[src/rtl/hsp_pkg.sv]
package hsp_pkg;

    localparam int CODE_W = 6;
    localparam int LEN_W  = CODE_W;
    localparam int BYPASS_MAX = 3;

    typedef logic [CODE_W-1:0] code_t;
    typedef logic [LEN_W-1:0]  len_t;

    typedef enum logic [1:0] {
        MODE_STOP   = 2'd0,
        MODE_BYPASS = 2'd1,
        MODE_DIV    = 2'd2
    } mode_e;

    typedef struct packed {
        mode_e mode;
        code_t code;
        len_t  cnt;
        len_t  len;
        logic  alt;
        logic  out;
    } div_state_t;

    function automatic mode_e decode_mode(code_t c);
        if (c == '0)
            return MODE_STOP;
        else if (c <= code_t'(BYPASS_MAX))
            return MODE_BYPASS;
        else
            return MODE_DIV;
    endfunction

    function automatic len_t period_len(code_t c, logic alt_sel);
        return len_t'(c >> 1) + len_t'(c[0] & alt_sel);
    endfunction

    function automatic len_t high_len(len_t l);
        return l >> 1;
    endfunction

endpackage

[src/rtl/hsp_code_reg.sv]
module hsp_code_reg
    import hsp_pkg::*;
#(
    parameter int WR_W = 8
) (
    input  logic            clk,
    input  logic            rst,
    input  logic            wr_en,
    input  logic            div_access,
    input  logic [WR_W-1:0] wr_data,
    output code_t           code_o
);

    logic  load_en;
    code_t code_q;

    assign load_en = wr_en && div_access;

    always_ff @(posedge clk) begin
        if (rst)
            code_q <= '0;
        else if (load_en)
            code_q <= wr_data[CODE_W-1:0];
    end

    assign code_o = code_q;

    assert_code_load_R2: assert property (@(posedge clk) disable iff (rst)
        (wr_en && div_access) |=> (code_o == $past(wr_data[CODE_W-1:0])));

    assert_code_hold_R3: assert property (@(posedge clk) disable iff (rst)
        !(wr_en && div_access) |=> $stable(code_o));

endmodule

[src/rtl/hsp_period_ctrl.sv]
module hsp_period_ctrl
    import hsp_pkg::*;
(
    input  logic  clk,
    input  logic  rst,
    input  code_t code_i,
    output mode_e mode_o,
    output logic  div_out_o
);

    div_state_t st_q;
    div_state_t st_d;
    logic       boundary;
    logic       alt_use;
    mode_e      next_mode;

    assign boundary  = (st_q.mode != MODE_DIV) || (st_q.cnt == st_q.len - len_t'(1));
    assign alt_use   = (st_q.mode == MODE_DIV) ? st_q.alt : 1'b0;
    assign next_mode = decode_mode(code_i);

    always_comb begin
        st_d = st_q;
        if (boundary) begin
            st_d.code = code_i;
            st_d.mode = next_mode;
            st_d.cnt  = '0;
            if (next_mode == MODE_DIV) begin
                st_d.len = period_len(code_i, alt_use);
                st_d.alt = code_i[0] & ~alt_use;
            end else begin
                st_d.len = len_t'(1);
                st_d.alt = 1'b0;
            end
        end else begin
            st_d.cnt = st_q.cnt + len_t'(1);
        end
        if (st_d.mode == MODE_DIV)
            st_d.out = (st_d.cnt < high_len(st_d.len));
        else
            st_d.out = 1'b1;
    end

    always_ff @(posedge clk) begin
        if (rst) begin
            st_q.mode <= MODE_STOP;
            st_q.code <= '0;
            st_q.cnt  <= '0;
            st_q.len  <= len_t'(1);
            st_q.alt  <= 1'b0;
            st_q.out  <= 1'b1;
        end else begin
            st_q <= st_d;
        end
    end

    assign mode_o    = st_q.mode;
    assign div_out_o = st_q.out;

    assert_cnt_in_period_R6: assert property (@(posedge clk) disable iff (rst)
        (st_q.mode == MODE_DIV) |-> (st_q.cnt < st_q.len));

    assert_len_hold_mid_period_R8: assert property (@(posedge clk) disable iff (rst)
        (st_q.mode == MODE_DIV && st_q.cnt != '0) |-> (st_q.len == $past(st_q.len)));

    assert_code_hold_mid_period_R8: assert property (@(posedge clk) disable iff (rst)
        (st_q.mode == MODE_DIV && st_q.cnt != '0) |-> (st_q.code == $past(st_q.code)));

    assert_half_alternates_R7: assert property (@(posedge clk) disable iff (rst)
        (st_q.mode == MODE_DIV && st_q.cnt == '0 && st_q.code[0] &&
         $past(st_q.mode) == MODE_DIV && $past(st_q.code) == st_q.code)
        |-> (st_q.len != $past(st_q.len)));

endmodule

[src/rtl/hsp_out_stage.sv]
module hsp_out_stage
    import hsp_pkg::*;
(
    input  logic  clk,
    input  logic  rst,
    input  mode_e mode_i,
    input  logic  div_out_i,
    output logic  clk_out
);

    assign clk_out = (mode_i == MODE_BYPASS) ? clk : div_out_i;

    assert_stop_holds_high_R4: assert property (@(posedge clk) disable iff (rst)
        (mode_i == MODE_STOP) |-> clk_out);

endmodule

[src/rtl/halfstep_prescaler.sv]
module halfstep_prescaler
    import hsp_pkg::*;
#(
    parameter int WR_W = 8
) (
    input  logic            clk,
    input  logic            rst,
    input  logic            wr_en,
    input  logic            div_access,
    input  logic [WR_W-1:0] wr_data,
    output logic            clk_out
);

    code_t code_w;
    mode_e mode_w;
    logic  div_out_w;

    hsp_code_reg #(.WR_W(WR_W)) u_code (
        .clk        (clk),
        .rst        (rst),
        .wr_en      (wr_en),
        .div_access (div_access),
        .wr_data    (wr_data),
        .code_o     (code_w)
    );

    hsp_period_ctrl u_ctrl (
        .clk       (clk),
        .rst       (rst),
        .code_i    (code_w),
        .mode_o    (mode_w),
        .div_out_o (div_out_w)
    );

    hsp_out_stage u_out (
        .clk       (clk),
        .rst       (rst),
        .mode_i    (mode_w),
        .div_out_i (div_out_w),
        .clk_out   (clk_out)
    );

    assert_reset_code_zero_R1: assert property (@(posedge clk)
        $past(rst) |-> (code_w == '0 && clk_out));

endmodule

[config.mk]
export PLATFORM = sky130hd
export DESIGN_NAME = halfstep_prescaler
export DESIGN_NICKNAME = d
export VERILOG_FILES = /design/src/rtl/hsp_pkg.sv /design/src/rtl/hsp_code_reg.sv /design/src/rtl/hsp_period_ctrl.sv /design/src/rtl/hsp_out_stage.sv /design/src/rtl/halfstep_prescaler.sv
export SDC_FILE = /design/constraint.sdc
export NUM_CORES = 1
export LEC_CHECK = 0
export CAP_MARGIN = 20
export CORE_MARGIN = 10
export CORE_UTILIZATION = 55
export CTS_CLUSTER_DIAMETER = 200
export DETAILED_ROUTE_END_ITERATION = 7
export PLACE_DENSITY = 0.78
export RECOVER_POWER = 50
export SYNTH_ARGS = -nofsm -noshare
export SYNTH_HDL_FRONTEND = slang
export SYNTH_SLANG_ARGS = --single-unit
[constraint.sdc]
create_clock -name clk -period 3.2 [get_ports clk]
set_input_delay 0.8 -clock clk [delete_from_list [all_inputs] [get_ports clk]]
set_output_delay 0.8 -clock clk [all_outputs]
set_load 0.05 [all_outputs]
; Word-level counts from Yosys, hierarchy flattened
; Index checks and enable logic that the tools add are counted.
[classes]
eq_ne = 6
magnitude_cmp = 2
n_reduce_logical = 4
mux = 8
n_addsub = 3
bitwise = 4
[op_table]
columns = op, count
row1 = two-way mux 7 bit, 2
row2 = two-way mux 8 bit, 1
row3 = adder 5 x 6 -> 6 bit, 1
row4 = adder 6 x 1 -> 6 bit (second input constant), 1
row5 = equality test 2 bit (second input constant), 3
row6 = equality test 6 bit, 1
row7 = <= comparator 6 x 2 -> 1 bit (second input constant), 1
row8 = zero test 6 bit, 1
row9 = < comparator 6 x 5 -> 1 bit, 1
row10 = two-way mux 6 bit, 1
row11 = subtractor 6 x 1 -> 6 bit (second input constant), 1
row12 = two-way mux 2 bit, 2
row13 = AND 1 bit, 2
row14 = equality test 2 x 1 -> 1 bit (second input constant), 1
row15 = two-way mux 1 bit, 2
row16 = inequality test 2 bit (second input constant), 1
row17 = NOT 1 bit, 2
row18 = OR reduction 2 bit, 1
row19 = logical AND 1 bit, 1
row20 = logical OR 1 bit, 1
[word_totals]
output_inout_bits = 1
wordCells = 35
reg_bits = 28

; Logic depth before layout (Yosys ltp)
[logic_depth]
word_depth = 7
mapped_depth = 15

; Hierarchy
; From an unflattened synthesis, not the netlist that was laid out.
[hier_totals]
hier_cells = 142
area_unflattened_um2 = 1282.5
[by_module_without_submodules]
columns = module, instances, area_each_um2, cells_per_inst
row1 = hsp_period_ctrl, 1, 994.7, 114
row2 = hsp_code_reg, 1, 259.0, 26
row3 = hsp_out_stage, 1, 28.8, 2

==> flow_summary_export.csv <==
group,metric,value,unit
route,drt_wl_total,2690,um
global_route,grt_pass1_wl,4530,um
final_layout,drive_gt1_frac,0.100,
timing,finClkSkew,0.0126,ns
cts,cts_hold_buf,0,
final_layout,nFillCells,192,
worst_setup_path,worst-path-buf-inv,3,
global_route,antenna_found_initial,0,
timing,maxSlewViolCount,0,
worst_setup_path,critPathMaxFanout,2,
die,fp.coreArea,2190,um^2
timing,maxSlewHeadroom,0.663,
worst_setup_path,cp_top_family,"buffers and inverters",
worst_setup_path,crit_required,2.40,ns
power,switching_power,0.189,mW
global_route,grt.total_usage,0.131,
worst_setup_path,critPathKind,"clock port to output pin",
route,vias,1055,
synth,ys_warn_count,0,
synth,synthArstFlopShare,0,
route,avgRoutedWirePerCell,14.3,um
power,peakVddDrop,0.000306,V
placement,place_area,1380,um^2
worst_setup_path,worstPathArrival,2.32,ns
cts,clk-insertion-delay-late,0.44,ns
timing,tightest_slew,0.506,ns
worst_setup_path,endpoint_kind,"output pin",
timing,layout_setup_ws,0.0825,ns
power,pwr-share-clk,0.411,
worst_setup_path,r2r.worst_path.cells,14,
die,chipWidth,67.7,um
final_layout,most-common-layout-cells,"dfxtp_1 (22), nor2_1 (16), nand2_1 (13)",
worst_setup_path,r2r_slack,0.22,ns
hold_path,min_from,"u_code.code_o[1]$_SDFFE_PP0P_",
worst_setup_path,critPathLaunch,"clk",
power,seqPwrFrac,0.424,
global_route,grt_max_degree,18,
final_layout,diodes,0,
worst_setup_path,crit_chain,"clkbuf_4 -> clkbuf_4 -> mux2_2 -> buf_2",
die,start_util,0.572,
synth,synth.distinct_cells,33,
final_layout,syn_to_final_growth,15.5,%
placement,port_buffers,10,
power,intPower,0.511,mW
route,drt_pass1_iterations,4,
synth,ys_ff_latch,22,
cts,clkTransAtPathRegs,0.13,ns
route,drt_iter0_markers,39,
die,die_y,67.7,um
worst_setup_path,worst_setup_path_start_kind,"clock port",
power,pwr-share-comb,0.165,
job,cap_violations,0,
status,status,"finished clean",
global_route,first_global_vias,1063,
final_layout,final_area,1450,um^2
cts,cts_tree,"done",
synth,synth_edf_count,0,
power,power,0.699,mW
timing,rsz0062_at_grt,"no",
synth,netlist_instances,144,
synth,syn-mean-instance-area,8.71,um^2
power,power_density,483,nW/um^2
final_layout,fin_nets,181,
power,p_leak,0.603,nW
final_layout,postLayoutCoreUtil,0.661,
route,viasPerCell,5.61,
hold_path,min_to,"u_code.code_o[1]$_SDFFE_PP0P_",
worst_setup_path,reg2reg_to,"u_ctrl.div_out_o$_SDFF_PP1_",
die,rows,17,
synth,netlist_area,1250,um^2
placement,place.gp.congestion,0.846,
global_route,grt_overflow,0,
placement,hpwl,2000,um
worst_setup_path,critPathMaxStageDelay,0.27,ns
die,die_area,4590,um^2
route,drtAntennaViolNets,0,
power,sw_frac_of_total,0.270,
synth,syn_nets,164,
final_layout,final_common_cell,"dfxtp_1",
timing,hold_viol_final,0,
hold_path,hold_depth,2,
synth,synth-main-ff-cell,"dfxtp_1",
placement,place_inst,181,
hold_path,min_path_type,"register to register",
route,drc_errors,0,
synth,yosysSeqAreaShare,0.351,
final_layout,stdcell_count,188,
die,boundaryPins,13,
timing,finalSetupViolCount,0,
placement,dp_slack,-0.129,ns
worst_setup_path,cpMaxStageDelayCell,"mux2_2",
worst_setup_path,r2r-start,"u_ctrl.st_q[2]$_SDFFE_PP1N_",
cts,cts_setup_buffers,0,
worst_setup_path,cpMostUsedCell,"clkbuf_4",
==> power by group through the flow <==
stage | registers [mW] | logic [mW] | clock network, mW
after detailed placement | 0.303 | 0.113 | 0.0158
after CTS | 0.297 | 0.114 | 0.295
after floorplan | 0.299 | 0.0854 | 0.0117
after global placement | 0.302 | 0.110 | 0.0158
after global routing | 0.299 | 0.125 | 0.311
final | 0.297 | 0.115 | 0.287
==> logic make-up (layout without fill, tap and decap cells) <==
kind of cell               after synthesis  after routing  share of synthesized area
xor gates and xnor gates                13             13                     0.0908
and+or+nand+nor                         61             61                      0.248
AOI/OAI and AO/OA                       23             23                      0.126
muxes                                    7              7                     0.0569
buffers and inverters                   10             26                     0.0479
DFF                                     22             22                      0.351
adders and majority gates                8              8                     0.0798
==> cell type report <==
cell class	instances	area (um^2)	area share
Sequential cell	22	440	0.304
Clock buffer	7	50.0	0.0346
Tap cell	28	35.0	0.0242
Clock inverter	1	30.0	0.0207
Timing Repair Buffer	13	120	0.0830
Multi-Input combinational cell	112	753	0.520
Inverter	5	18.8	0.0130
==> worst max-delay path by stage <==
stage                                  end  slack [ns]  cells after the start
6_report                           clk_out        0.08                      4
5_1_grt        u_ctrl.div_out_o$_SDFF_PP1_        0.04                     14
4_1_cts                            clk_out        0.07                      4
3_5_place_dp                       clk_out       -0.13                      2
3_3_place_gp                       clk_out       -0.13                      2
2_1_floorplan                      clk_out        0.43                      1
==> worst min-delay path, delay by kind of cell, from the launching register on <==
family           cells  cell delay (ns)
AND/OR/NAND/NOR      1             0.06
AO/OA/AOI/OAI        1             0.05
flip-flops           1             0.35
==> per-layer routing <==
| metal | GRT usage | vias up | share of wire |
|---|---|---|---|
| li1 | - | 535 | - |
| met1 | 0.138 | 479 | 0.45 |
| met2 | 0.203 | 33 | 0.47 |
| met3 | 0.0579 | 8 | 0.054 |
| met4 | 0.0974 | 0 | 0.026 |
| met5 | 0 | - | 0 |
==> cell usage after synthesis (2+ instances only) <==
cell / n / area (um^2)
a21o_1: 3 / 22.5
a21oi_1: 9 / 45.0
buf_6: 3 / 33.8
clkbuf_1: 2 / 7.51
dfxtp_1: 22 / 440
ha_1: 8 / 100
inv_1: 5 / 18.8
mux2i_1: 6 / 60.1
nand2_1: 13 / 48.8
nand2b_1: 2 / 12.5
nand3_1: 12 / 60.1
nor2_1: 16 / 60.1
nor2b_1: 3 / 18.8
nor3_1: 6 / 30.0
nor4_1: 3 / 18.8
o211ai_1: 3 / 22.5
xnor2_1: 9 / 78.8
xor2_1: 4 / 35.0
==> registers in the layout, summed over array words and instances (netlist names) <==
signal / cells
u_ctrl.mode_o: 2
u_ctrl.div_out_o: 1
u_ctrl.st_q: 13
u_code.code_o: 6
==> stage by stage <==
stage               TNS, ns  hold WS, ns
floorplan                 0        0.454
global placement     -0.129        0.469
detailed placement   -0.129        0.471
CTS                       0        0.489
global route              0        0.538
finish                    0        0.488
==> repair_timing <==
action	in CTS	in global routing
gates cloned	0	0
endpoints found under the setup margin	1	1
resized for setup	5	1
hold endpoints to repair	0	0
No activity file was read; power rests on OpenSTA's default activity.
